$ cat src/rtl/spi_ee_pkg.sv
package spi_ee_pkg;
  localparam logic [2:0] OP_WRSR  = 3'b001;
  localparam logic [2:0] OP_WRITE = 3'b010;
  localparam logic [2:0] OP_READ  = 3'b011;
  localparam logic [2:0] OP_WRDI  = 3'b100;
  localparam logic [2:0] OP_RDSR  = 3'b101;
  localparam logic [2:0] OP_WREN  = 3'b110;

  typedef enum logic [2:0] {
    PH_CMD, PH_AHI, PH_ALO, PH_RDAT, PH_WDAT, PH_WSR, PH_RSR, PH_SKIP
  } phase_e;
endpackage

$ cat src/rtl/spi_ee_sync.sv
module spi_ee_sync #(
  parameter int N_BITS = 4,
  parameter int STAGES = 2,
  parameter logic [N_BITS-1:0] INIT = '0
) (
  input  logic              clk,
  input  logic              rst_n,
  input  logic [N_BITS-1:0] din,
  output logic [N_BITS-1:0] dout
);
  for (genvar b = 0; b < N_BITS; b++) begin : g_bit
    logic [STAGES-1:0] pipe;
    always_ff @(posedge clk or negedge rst_n) begin
      if (!rst_n) pipe <= {STAGES{INIT[b]}};
      else        pipe <= {pipe[STAGES-2:0], din[b]};
    end
    assign dout[b] = pipe[STAGES-1];
  end
endmodule

$ cat src/rtl/spi_ee_array.sv
module spi_ee_array #(
  parameter int DEPTH  = 64,
  parameter int ADDR_W = $clog2(DEPTH)
) (
  input  logic              clk,
  input  logic              rst_n,
  input  logic              we,
  input  logic [ADDR_W-1:0] waddr,
  input  logic [7:0]        wdata,
  input  logic [ADDR_W-1:0] raddr,
  output logic [7:0]        rdata
);
  logic [7:0] mem [DEPTH];

  for (genvar w = 0; w < DEPTH; w++) begin : g_word
    always_ff @(posedge clk or negedge rst_n) begin
      if (!rst_n)                                mem[w] <= 8'h00;
      else if (we && waddr == ADDR_W'(w))        mem[w] <= wdata;
    end
  end

  assign rdata = mem[raddr];
endmodule

$ cat src/rtl/spi_ee_busy.sv
module spi_ee_busy #(
  parameter int CYCLES = 1000
) (
  input  logic clk,
  input  logic rst_n,
  input  logic start,
  output logic busy,
  output logic done
);
  localparam int CNT_W = $clog2(CYCLES + 1);
  localparam logic [CNT_W-1:0] LOAD = CNT_W'(CYCLES);

  logic [CNT_W-1:0] cnt;

  always_ff @(posedge clk or negedge rst_n) begin
    if (!rst_n)          cnt <= '0;
    else if (start)      cnt <= LOAD;
    else if (cnt != '0)  cnt <= cnt - 1'b1;
  end

  assign busy = (cnt != '0);
  assign done = (cnt == CNT_W'(1));
endmodule

$ cat src/rtl/spi_eeprom.sv
module spi_eeprom
  import spi_ee_pkg::*;
#(
  parameter int DEPTH       = 64,
  parameter int BUSY_CYCLES = 1000,
  parameter int SYNC_STAGES = 2
) (
  input  logic clk,
  input  logic rst_n,
  input  logic cs_n,
  input  logic sck,
  input  logic si,
  input  logic wp_n,
  output logic so,
  output logic so_en
);
  localparam int ADDR_W = $clog2(DEPTH);

  // pin synchronizer: {cs_n, sck, si, wp_n}
  logic cs_s, sck_s, si_s, wp_s;
  spi_ee_sync #(.N_BITS(4), .STAGES(SYNC_STAGES), .INIT(4'b1001)) u_sync (
    .clk(clk), .rst_n(rst_n),
    .din({cs_n, sck, si, wp_n}),
    .dout({cs_s, sck_s, si_s, wp_s})
  );

  logic cs_p, sck_p;
  always_ff @(posedge clk or negedge rst_n) begin
    if (!rst_n) begin cs_p <= 1'b1; sck_p <= 1'b0; end
    else        begin cs_p <= cs_s; sck_p <= sck_s; end
  end

  logic cs_fall, cs_rise, sck_rise, sck_fall;
  assign cs_fall  = cs_p & ~cs_s;
  assign cs_rise  = ~cs_p & cs_s;
  assign sck_rise = ~cs_s & ~sck_p & sck_s;
  assign sck_fall = ~cs_s & sck_p & ~sck_s;

  phase_e            phase;
  logic [2:0]        bit_cnt;
  logic [6:0]        in_sr;
  logic [7:0]        out_sr;
  logic              skip_fall;
  logic              rd_mode;
  logic [ADDR_W-1:0] addr;
  logic [7:0]        wdata_q;
  logic              have_data;
  logic              wel, wpen;
  logic [1:0]        bp;
  logic              busy, busy_done;

  logic [7:0] byte_in;
  logic       byte_done;
  assign byte_in   = {in_sr, si_s};
  assign byte_done = sck_rise && (bit_cnt == 3'd7);

  // address formed from the two address bytes, low ADDR_W bits only
  logic [ADDR_W-1:0] ld_addr;
  if (ADDR_W > 8) begin : g_wide
    logic [ADDR_W-9:0] hi_q;
    always_ff @(posedge clk or negedge rst_n) begin
      if (!rst_n)                              hi_q <= '0;
      else if (byte_done && phase == PH_AHI)   hi_q <= byte_in[ADDR_W-9:0];
    end
    assign ld_addr = {hi_q, byte_in};
  end else begin : g_narrow
    assign ld_addr = byte_in[ADDR_W-1:0];
  end

  logic [7:0] status_val;
  assign status_val = busy ? 8'hFF : {wpen, 3'b000, bp, wel, 1'b0};

  logic on_boundary, commit_wr, commit_sr;
  assign on_boundary = cs_rise && (bit_cnt == 3'd0) && have_data;
  assign commit_wr   = on_boundary && (phase == PH_WDAT);
  assign commit_sr   = on_boundary && (phase == PH_WSR) && !(wpen && !wp_s);

  logic [ADDR_W-1:0] raddr;
  logic [7:0]        rdata;
  assign raddr = (phase == PH_ALO) ? ld_addr : addr;

  spi_ee_array #(.DEPTH(DEPTH), .ADDR_W(ADDR_W)) u_array (
    .clk(clk), .rst_n(rst_n),
    .we(commit_wr), .waddr(addr), .wdata(wdata_q),
    .raddr(raddr), .rdata(rdata)
  );

  spi_ee_busy #(.CYCLES(BUSY_CYCLES)) u_busy (
    .clk(clk), .rst_n(rst_n),
    .start(commit_wr || commit_sr),
    .busy(busy), .done(busy_done)
  );

  always_ff @(posedge clk or negedge rst_n) begin
    if (!rst_n) begin
      phase <= PH_SKIP; bit_cnt <= '0; in_sr <= '0; out_sr <= '0;
      skip_fall <= 1'b0; rd_mode <= 1'b0; addr <= '0; wdata_q <= '0;
      have_data <= 1'b0; wel <= 1'b0; wpen <= 1'b0; bp <= '0;
    end else begin
      if (busy_done) wel <= 1'b0;
      if (cs_fall) begin
        phase <= PH_CMD; bit_cnt <= '0; out_sr <= '0;
        skip_fall <= 1'b0; have_data <= 1'b0;
      end else if (cs_rise) begin
        phase <= PH_SKIP;
        if (commit_sr) begin wpen <= wdata_q[7]; bp <= wdata_q[3:2]; end
      end else begin
        if (sck_rise) begin
          in_sr   <= byte_in[6:0];
          bit_cnt <= bit_cnt + 3'd1;
        end
        if (sck_fall) begin
          if (skip_fall) skip_fall <= 1'b0;
          else           out_sr <= {out_sr[6:0], 1'b0};
        end
        if (byte_done) begin
          unique case (phase)
            PH_CMD: begin
              if (byte_in[7:4] != 4'b0000 || (busy && byte_in[2:0] != OP_RDSR)) begin
                phase <= PH_SKIP;
              end else begin
                case (byte_in[2:0])
                  OP_WREN:  begin wel <= 1'b1; phase <= PH_SKIP; end
                  OP_WRDI:  begin wel <= 1'b0; phase <= PH_SKIP; end
                  OP_RDSR:  begin phase <= PH_RSR; out_sr <= status_val; skip_fall <= 1'b1; end
                  OP_WRSR:  phase <= wel ? PH_WSR : PH_SKIP;
                  OP_READ:  begin rd_mode <= 1'b1; phase <= PH_AHI; end
                  OP_WRITE: begin rd_mode <= 1'b0; phase <= wel ? PH_AHI : PH_SKIP; end
                  default:  phase <= PH_SKIP;
                endcase
              end
            end
            PH_AHI: phase <= PH_ALO;
            PH_ALO: begin
              if (rd_mode) begin
                phase <= PH_RDAT; out_sr <= rdata;
                addr <= ld_addr + 1'b1; skip_fall <= 1'b1;
              end else begin
                phase <= PH_WDAT; addr <= ld_addr;
              end
            end
            PH_RDAT: begin out_sr <= rdata; addr <= addr + 1'b1; skip_fall <= 1'b1; end
            PH_RSR:  begin out_sr <= status_val; skip_fall <= 1'b1; end
            PH_WDAT, PH_WSR: begin wdata_q <= byte_in; have_data <= 1'b1; end
            default: ;
          endcase
        end
      end
    end
  end

  assign so_en = ~cs_s;
  assign so    = so_en & out_sr[7];
endmodule

$ cat config.mk
export PLATFORM = sky130hd
export DESIGN_NAME = spi_eeprom
export DESIGN_NICKNAME = d
export VERILOG_FILES = /design/src/rtl/spi_ee_pkg.sv /design/src/rtl/spi_ee_sync.sv /design/src/rtl/spi_ee_array.sv /design/src/rtl/spi_ee_busy.sv /design/src/rtl/spi_eeprom.sv
export SDC_FILE = /design/constraint.sdc
export NUM_CORES = 1
export LEC_CHECK = 0
export ABC_AREA = 1
export BUFFER_PORTS_ARGS = -buffer_cell sky130_fd_sc_hd__buf_4
export CORE_UTILIZATION = 35
export CTS_BUF_LIST = sky130_fd_sc_hd__clkbuf_8
export DETAILED_ROUTE_END_ITERATION = 10
export PLACE_DENSITY_LB_ADDON = 0.25
export SLEW_MARGIN = 10
export SYNTH_ARGS = -nofsm -noshare
export SYNTH_HDL_FRONTEND = slang
export SYNTH_SLANG_ARGS = --single-unit
$ cat constraint.sdc
create_clock -name clk -period 6.3 [get_ports clk]
set_input_delay 0.315 -clock clk [delete_from_list [all_inputs] [get_ports clk]]
set_output_delay 0.315 -clock clk [all_outputs]
set_load 0.005 [all_outputs]
==> results of run 1 <==
==> critical path: stages (launching register included) <==
cell	delay, ns
dfstp_2	0.69
nand2_4	0.22
nand2_2	0.41
nand2_8	0.60
buf_4	0.46
nand2_1	0.08
nand3_1	0.08
nand3_1	0.17
nand3_1	0.13
nand3_1	0.17
nand3_1	0.22
nand3_1	0.21
nand2_1	0.07
nand2_1	0.06
nand2_1	0.05
nand2_1	0.05
nand2_1	0.05
==> report_power, final <==
part | switching, W | internal (W) | total (W)
Clock | 0.00157 | 0.00176 | 0.00334
Combinational | 0.000885 | 0.000321 | 0.00121
Sequential | 0.0000526 | 0.00375 | 0.00380
Total | 0.00251 | 0.00583 | 0.00834
==> flip-flops by register name, summed over array words and instances, names as in the netlist <==
signal	flops
u_array.mem	512
u_busy.cnt	10
out_sr	8
u_sync.g_bit.pipe	8
wdata_q	8
in_sr	7
addr	6
bit_cnt	3
phase	3
bp	2
cs_p	1
have_data	1
rd_mode	1
sck_p	1
skip_fall	1
wel	1
wpen	1
==> kinds of logic after synthesis <==
kind of cell,share of synthesized area (%)
simple gates,28.7
flops,53.4
fa+ha+maj,0.790
xor+xnor,0.163
compound gates,11.4
buf+inv,5.38
mux,0.186
==> final cells by class <==
cell class / instances / area [um2] / area share, %
Inverter: 96 / 362 / 1.22
Timing Repair Buffer: 42 / 410 / 1.39
Tap cell: 1030 / 1290 / 4.36
Sequential cell: 574 / 14400 / 48.6
Clock inverter: 53 / 229 / 0.775
Antenna cell: 2 / 5.00 / 0.0169
Multi-Input combinational cell: 2465 / 11200 / 37.8
Clock buffer: 124 / 1710 / 5.77
==> layout by cell type, fill, tap and decap left out, types with 3 or more instances in the layout <==
master	netlist	final
nand2_1	1159	1159
nand3_1	594	593
dfrtp_1	566	566
o21ai_0	562	561
inv_1	87	128
clkbuf_8	0	124
nor2_1	60	60
buf_4	28	30
ha_1	17	17
a21oi_1	10	10
inv_2	3	10
dfstp_2	8	8
nand4_1	6	6
nor3_1	6	6
o221ai_1	6	6
o211ai_1	6	6
buf_12	0	6
clkinv_2	0	5
mux2i_1	5	5
xor2_1	5	5
dlygate4sd3_1	0	5
a31oi_1	4	4
o21ai_4	0	3
==> synthesized netlist by cell type (all sizes together) <==
library cell	instances	area [um2]
nor3	7	40.0
nor3b	1	7.51
a211oi	1	7.51
inv	90	338
o211ai	6	45.0
nand2	1164	4390
a31oi	5	37.5
mux2i	5	50.1
o21a	1	7.51
nand3b	1	7.51
a21oi	10	50.1
a21boi	1	7.51
clkinv	6	22.5
nand4	6	37.5
o22ai	1	6.26
dfstp	8	210
a221oi	1	8.76
nor2	63	249
o221ai	6	52.6
clkbuf	144	541
ha	17	213
dfrtp	566	14200
nand3	595	2980
o21ai	567	2850
buf	95	548
xor2	5	43.8
nor4	2	27.5
==> per-layer routing <==
metal | global-route usage, % | up-vias
met2 | 33.6 | 621
met5 | 0 | -
met1 | 30.4 | 11200
met4 | 7.76 | 0
met3 | 3.89 | 159
li1 | - | 11000
==> metrics by stage <==
stage | setup slack [ns] | total power [W] | instances | cell area (um2) | hold WS, ns
2_1_floorplan | 4.07 | 0.00467 | 3374 | 26900 | 0.0194
3_3_place_gp | 2.56 | 0.00507 | 4202 | 27600 | 0.337
3_5_place_dp | 2.47 | 0.00507 | 4202 | 27600 | 0.339
4_1_cts | 2.46 | 0.00844 | 4384 | 29500 | 0.213
5_1_grt | 2.17 | 0.00873 | 4386 | 29600 | 0.224
6_report | 2.35 | 0.00834 | 4386 | 29600 | 0.248
==> timing repair <==
item,4_1_cts,5_1_grt
hold endpoints to repair,105,0
setup buffers,0,0
hold buffers,5,0
==> worst min path at each step <==
stage	end	slack [ns]	start
4_1_cts	u_sync.g_bit[3].pipe[0]	0.21	cs_n
2_1_floorplan	addr[0]	0.02	rst_n
6_report	u_array.mem[213]	0.25	rst_n
3_3_place_gp	u_sync.g_bit[2].pipe[1]	0.34	u_sync.g_bit[2].pipe[0]
5_1_grt	u_sync.g_bit[1].pipe[0]	0.22	si
3_5_place_dp	u_sync.g_bit[2].pipe[1]	0.34	u_sync.g_bit[2].pipe[0]
==> qor.yml, run 1 <==
worst_setup_path:
  criticalPathCategory: "reg2reg"
  critPathCapture: "out_sr[3]"
  cp_data_arrival_time_ns: 4.55
  r2r_start: "phase[1]"
  worstRegToRegCells: 16
  crit_start: "phase[1]"
  start_kind: "flop"
  cp_max_fo: 118
  worst_setup_path_end_kind: "flop"
  r2r_slack_ns: 2.35
  required_ns: 6.90
  timing.rr.end: "out_sr[3]"
sta:
  hold_viol: 0
  layout_worst_path_cycle_share_pct: 62.6
  worstMarginPinSlew_ns: 1.08
  fin_skew_ns: 0.0337
  setup_viol: 0
  tns_ns: 0
  max_freq_mhz: 253
  fin_crit_ns: 3.95
  rsz0062_at_grt: "false"
  relSlewSlack_pct: 28.0
  drv_slew: 0
clock_tree:
  cts_buffers: 98
  cts_max_path_buffers: 3
  cts_sinks: 574
  insertion_delay_ns: 0.73
  cts_tree: "yes"
  cts_root_buffer: "clkbuf_8"
  cts.clk_slew.worst_paths_ns: 0.07
  h-tree-depth: 3
  cts_resized: 0
cells_and_area:
  fill_cells: 8018
  drive_gt1_share_pct: 6.17
  syn_to_final_growth_pct: 9.70
  final_nets: 3300
  fin_util_pct: 38.8
yosys:
  ys_ff_latch: 574
  syn-num-nets: 3397
  avgSynthCellArea_um2: 7.98
  syn_inst: 3374
  ys_warn_count: 0
  synth-seq-area-share_pct: 53.4
  mappedNetlistArea_um2: 26900
  synth_cell_type_count: 41
global_routing:
  grt_max_degree: 164
  grt_usage_pct: 21.7
  grt_pass1_wl_mm: 133
  antenna_found_initial: 2
  grt_overflow: 0
  grt_pass1_vias: 22200
floorplan:
  core_area_um2: 76100
  die_h_um: 279
  rows: 101
  ios: 8
  dieArea_um2: 78100
  die_w_um: 279
  initial_utilization_pct: 35.4
place:
  place.gp.congestion: 0.880
  dp_hpwl_mm: 48.3
  io_buffers: 7
pwr:
  vdd_drop_max_uv: 146
  power_density_nw_per_um2: 282
  leakage_nw: 12.7
flow_run:
  max_cap_violations: 0
routing:
  met3WireLength_mm: 4.61
  vias: 22900
  avgRoutedWirePerCell_um: 19.0
  first_iter_violations: 2341
  ant_nets: 0
  drt-total-wl_mm: 83.4
  wl_met2_mm: 37.4
  drc_errors: 0
  via_per_inst: 5.23
  drt-pass1-iter-count: 6
  top_layer: "met4"
  wl_met1_mm: 38.6
run_status:
  status: "completed"
worst_hold_path:
  hold_class: "in2async"
(Power assumes the default switching activity.)
==> run 2, diff against run 1 <==
- clock period: 6.3 -> 3.5 ns (I/O delays scaled with it)
==> run 2 against run 1 <==
Count of clock-buffer cells in the layout up 17. Combinational power increased by 94%. Clock power up 100%. Non-clock buffer count rose by 40. Sequential cell count stayed put. Critical endpoint is now out_sr[4]. Largest cell class unchanged.
==> qor.yml, run 2 (synthesized netlist as in run 1, its figures left out) <==
run_status:
  status: "completed"
global_routing:
  grt_usage_pct: 22.0  # +0.28 points
  antenna_found_initial: 3  # +1
  grt_overflow: 0  # unchanged
  grt_pass1_wl_mm: 134  # +0.94%
  grt_max_degree: 116  # -29%
  grt_pass1_vias: 22100  # -0.18%
sta:
  layout_worst_path_cycle_share_pct: 84.6  # +22 points
  whs_ns: 0.0270  # -0.221 ns
  tns_ns: 0  # unchanged
  fin_skew_ns: 0.0404  # +0.00677 ns
  fin_crit_ns: 2.96  # -0.986 ns
  max_freq_mhz: 338  # +33%
  relSlewSlack_pct: 37.6  # +9.6 points
  drv_slew: 0  # unchanged
  setup_viol: 0  # unchanged
  rsz0062_at_grt: "false"
  worstMarginPinSlew_ns: 0.935  # -0.145 ns
  hold_viol: 0  # unchanged
place:
  io_buffers: 7  # unchanged
  place.gp.congestion: 0.863  # -1.9%
  dp_hpwl_mm: 52.3  # +8.3%
floorplan:
  die_w_um: 279  # unchanged
  initial_utilization_pct: 35.4  # unchanged
  core_area_um2: 76100  # unchanged
  die_h_um: 279  # unchanged
  ios: 8  # unchanged
  rows: 101  # unchanged
  dieArea_um2: 78100  # unchanged
worst_setup_path:
  cp_data_arrival_time_ns: 3.61  # -0.94 ns
  cp_slowest_cell: "dfstp_2"
  start_kind: "flop"
  slowest_delay_ns: 0.62  # -0.07 ns
  criticalPathCategory: "reg2reg"
  cp_max_fo: 37  # -69%
  worst_setup_path_end_kind: "flop"
  required_ns: 4.15  # -2.75 ns
  path_cells: "nor2_4 > nand2_4 > nand2_2 > nand2_8 > buf_4 > nand2_1 > nand3_1 > nand3_1 > nand3_1 > nand3_1 > nand3_1 > nand3_1 > nand2_1 > nand2_1 > nand2_1 > nand2_1 > nand2_1"
  crit_buf_inv: 1  # unchanged
  critical_path.top_delay_family: "simple AND/OR/NAND/NOR gates"
  r2r_slack_ns: 0.54  # -1.81 ns
cells_and_area:
  layout_commonest_cell: "nand2_1"
  syn_to_final_growth_pct: 12.8
  largest_register_ffs: 512  # unchanged
  final_nets: 3344  # +1.3%
  fill_cells: 7921  # -1.2%
  drive_gt1_share_pct: 8.22  # +2.1 points
  largestRegisters: "u_array.mem (512), u_busy.cnt (10)"
  most-common-layout-cells: "nand2_1 (1159), nand3_1 (593), dfrtp_1 (566)"
  regMostFlops: "u_array.mem"
clock_tree:
  cts_max_path_buffers: 3  # unchanged
  cts_tree: "yes"
  insertion_delay_ns: 0.73  # about the same
  cts_buffers: 102  # +4.1%
  h-tree-depth: 3  # unchanged
  cts_resized: 0  # unchanged
  cts_root_buffer: "clkbuf_8"
  cts_sinks: 574  # unchanged
  cts.clk_slew.worst_paths_ns: 0.07  # about the same
routing:
  drt-pass1-iter-count: 6  # unchanged
  via_per_inst: 5.21  # -0.34%
  drt-total-wl_mm: 84.9  # +1.7%
  vias: 23100  # +0.85%
  ant_nets: 0  # unchanged
  drc_errors: 0  # unchanged
  avgRoutedWirePerCell_um: 19.1  # +0.55%
  first_iter_violations: 2306  # -1.5%
pwr:
  power_density_nw_per_um2: 522  # +85%
  vdd_drop_max_uv: 243  # +67%
  total_power_w: 0.0159  # +90%
  leakage_nw: 13.1  # +3.0%
worst_hold_path:
  hold_class: "in2async"
flow_run:
  max_cap_violations: 0  # unchanged
## run 2: cell types whose count changed in the layout (fill, tap and decap cells not counted), sizes merged
cell | before | now
clkbuf | 124 | 141
buf | 37 | 77
bufinv | 0 | 2
clkinv | 6 | 19
inv | 141 | 120
diode | 2 | 3
## run 2: repair_timing
item | CTS | global route
setup buffers | 0 | 0
hold endpoints to repair | 340 | 0
hold buffers | 5 | 0
## run 2: worst paths after layout
path / from / endpoint / cells past startpoint
setup / recovery: phase[0] / out_sr[4] / 17
hold / removal: rst_n / u_array.mem[76] / 2
setup reg to reg: phase[0] / out_sr[4] / 17
hold reg to reg: u_sync.g_bit[1].pipe[0] / u_sync.g_bit[1].pipe[1] / 0
max in group asynchronous: rst_n / in_sr[2] / 3
min in group clk: si / u_sync.g_bit[1].pipe[0] / 2
## run 2: final cells by class
type / count / area, um2 / area share (%)
antenna: 3 / 7.51 / 0.0247
clock buffer: 141 / 1940 / 6.39
clock inverter: 47 / 288 / 0.947
inverter: 96 / 360 / 1.19
multi-input combinational: 2465 / 11200 / 36.8
sequential: 574 / 14400 / 47.3
tap: 1030 / 1290 / 4.24
timing repair buffer: 82 / 948 / 3.12
## run 2: power by group
| group | total [W] | internal, W | switching, W |
|---|---|---|---|
| clock network | 0.00669 | 0.00374 | 0.00296 |
| logic | 0.00235 | 0.000694 | 0.00165 |
| registers | 0.00683 | 0.00675 | 0.0000894 |
## run 2: worst reg2reg max path, delay by kind of cell, from the launching register on
kind / cells / cell delay, ns
buf+inv: 1 / 0.43
flops: 1 / 0.62
simple gates: 16 / 1.86
## run 2: metal layers
layer	routed length (um)	share of wire, %	vias up	track usage (%)
li1	-	-	11100	-
met1	38900	46	11200	31.3
met3	4890	5.8	140	3.45
met4	2400	2.8	2	7.08
met2	38600	46	690	34.1
met5	17	0.020	-	0
## run 2: stage by stage
step | setup WS (ns) | std cells | area, um2 | utilization, %
after floorplan | 1.27 | 3374 | 26900 | -
after global placement | 0.576 | 4242 | 28100 | 36.9
after detailed placement | 0.587 | 4242 | 28100 | 36.9
after CTS | 0.584 | 4435 | 30400 | 39.9
after global routing | 0.277 | 4438 | 30400 | 39.9
final | 0.540 | 4438 | 30400 | 39.9
==> run 3, diff against run 2 <==
- clock period: 3.5 -> 2.9 ns (I/O delays scaled with it)
==> run 3 against run 2 <==
Sequential share of layout area shrank 0.84 points. Fmax grew 7.9%. Sequential cell count did not move. Critical path type unchanged. Largest power group unchanged.
==> qor.yml, run 3 (synthesized netlist as in run 1, its figures left out) <==
run_status:
  status: "completed"
worst_setup_path:
  cp_max_fo: 16  # -57%
  criticalPathCategory: "reg2reg"
  cp_slowest_cell: "dfstp_2"
  required_ns: 3.49  # -0.66 ns
  path_cells: "ha_1 > nand4_1 > nor4_4 > inv_2 > nor2_1 > buf_4 > nand2_1 > o21ai_0"
  slowest_delay_ns: 0.59  # -0.03 ns
  worst_setup_path_end_kind: "flop"
  start_kind: "flop"
  cp_data_arrival_time_ns: 3.33  # -0.28 ns
routing:
  via_per_inst: 5.21  # about the same
  drt-total-wl_mm: 86.9  # +2.4%
  drc_errors: 0  # unchanged
  drt-pass1-iter-count: 6  # unchanged
  ant_nets: 0  # unchanged
  first_iter_violations: 2310  # +0.17%
  vias: 23400  # +1.1%
  avgRoutedWirePerCell_um: 19.4  # +1.3%
cells_and_area:
  instances_no_fill: 4488  # +1.1%
  regMostFlops: "u_array.mem"
  fin_util_pct: 40.7  # +0.73 points
  largestRegisters: "u_array.mem (512), u_busy.cnt (10)"
  most-common-layout-cells: "nand2_1 (1159), nand3_1 (592), dfrtp_1 (566)"
  register_area_um2: 14400  # unchanged
  final_nets: 3403  # +1.8%
  multi_input_area_um2: 11200  # +0.41%
  layout_commonest_cell: "nand2_1"
  syn_to_final_growth_pct: 14.8
  drive_gt1_share_pct: 9.26  # +1.0 points
  fill_cells: 7977  # +0.71%
  largest_register_ffs: 512  # unchanged
pwr:
  p_seq_share_pct: 43.0  # about the same
  p_clk_share_pct: 40.8  # -1.4 points
  p_comb_share_pct: 16.2  # +1.4 points
  switchingPower_w: 0.00572  # +22%
  intPower_w: 0.0134  # +20%
  power_density_nw_per_um2: 618  # +18%
  total_power_w: 0.0191  # +20%
  leakage_nw: 13.4  # +2.6%
  vdd_drop_max_uv: 444  # +83%
  switching_share_pct: 29.9  # +0.32 points
floorplan:
  dieArea_um2: 78100  # unchanged
  die_w_um: 279  # unchanged
  rows: 101  # unchanged
  core_area_um2: 76100  # unchanged
  initial_utilization_pct: 35.4  # unchanged
  ios: 8  # unchanged
  die_h_um: 279  # unchanged
sta:
  fin_skew_ns: 0.0624  # +0.0220 ns
  setup_viol: 0  # unchanged
  tns_ns: 0  # unchanged
  hold_viol: 0  # unchanged
  worstMarginPinSlew_ns: 0.754  # -0.182 ns
  max_freq_mhz: 365  # +7.9%
  setup_slack_ns: 0.157  # -0.383 ns
  fin_crit_ns: 2.74  # -0.217 ns
  layout_worst_path_cycle_share_pct: 94.6  # +10 points
  rsz0062_at_grt: "false"
  drv_slew: 0  # unchanged
  relSlewSlack_pct: 49.8  # +12 points
clock_tree:
  cts_root_buffer: "clkbuf_8"
  h-tree-depth: 3  # unchanged
  cts_tree: "yes"
  cts_buffers: 101  # -0.98%
  cts.clk_slew.worst_paths_ns: 0.06  # about the same
  insertion_delay_ns: 0.75  # +0.02 ns
  cts_sinks: 574  # unchanged
  cts_max_path_buffers: 3  # unchanged
place:
  dp_hpwl_mm: 53.6  # +2.7%
  post-place-ws_ns: 0.167  # -0.420 ns
  io_buffers: 7  # unchanged
  place.gp.congestion: 0.927  # +7.3%
  place_inst: 4290  # +1.1%
global_routing:
  grt_pass1_wl_mm: 134  # +0.11%
  antenna_found_initial: 1  # -2
  grt_usage_pct: 22.1  # +0.097 points
  grt_max_degree: 80  # -31%
  grt_pass1_vias: 22300  # +0.85%
  grt_overflow: 0  # unchanged
flow_run:
  max_cap_violations: 0  # unchanged
worst_hold_path:
  hold_class: "in2async"
[run 3: cell count changes in the layout (fill, tap and decap cells not counted), moves of 3 or more]
cell       before  now
clkinv_2       17   10
buf_12         25   34
nand2_4         1    4
clkbuf_16       0    3
buf_4          51   92
buf_6           0    4
inv_1         106  119
clkbuf_8      141  125
[run 3: critical path, delay by kind of cell (launching register included)]
family,cells,cell delay [ns]
fa+ha+maj,1,0.21
flops,1,0.59
compound gates,1,0.34
buf+inv,2,0.36
simple gates,4,1.12
[run 3: final cells by class]
class,instances,area share (%)
diodes,1,0.00809
inverters,96,1.16
clock buffers,125,5.56
clock inverters,55,1.24
well taps,1030,4.17
flip-flops and latches,574,46.5
multi-input cells,2467,36.3
repair buffers,140,5.12
[run 3: power by group through the flow]
| stage | Sequential [W] | Combinational, W | Clock [W] |
|---|---|---|---|
| 3_3_place_gp | 0.00836 | 0.00291 | 0 |
| 6_report | 0.00823 | 0.00309 | 0.00780 |
| 2_1_floorplan | 0.00835 | 0.00178 | 0 |
| 4_1_cts | 0.00822 | 0.00292 | 0.00797 |
| 5_1_grt | 0.00823 | 0.00337 | 0.00829 |
| 3_5_place_dp | 0.00836 | 0.00290 | 0 |
[run 3: timing repair]
item                       CTS  global route
hold endpoints to repair   435             0
resized for setup            0             9
setup buffers                0             7
hold buffers                 5             0
setup endpoints to repair    0             8
[run 3: final timing paths]
kind	startpoint	to	slack, ns	depth (start not counted)
max	u_sync.g_bit[3].pipe[1]	u_array.mem[242]	0.16	8
min	rst_n	u_array.mem[75]	0.04	2
max reg2reg	u_sync.g_bit[3].pipe[1]	u_array.mem[242]	0.16	8
min reg2reg	u_sync.g_bit[2].pipe[0]	u_sync.g_bit[2].pipe[1]	0.35	0
max in group asynchronous	rst_n	u_sync.g_bit[3].pipe[1]	1.85	3
min in group clk	si	u_sync.g_bit[1].pipe[0]	0.08	2
[run 3: stage by stage]
stage | area (um2) | hold WS [ns]
floorplan | 26900 | -0.151
global placement | 28500 | 0.233
detailed placement | 28500 | 0.224
CTS | 30700 | 0.0107
global route | 30900 | 0.0693
finish | 30900 | 0.0412
[run 3: per-layer routing]
layer	track usage [%]	vias up	share of wire, %
li1	-	11200	-
met1	31.5	11300	47
met2	33.4	719	44
met3	4.18	153	6.3
met4	7.94	0	2.9
met5	0	-	0
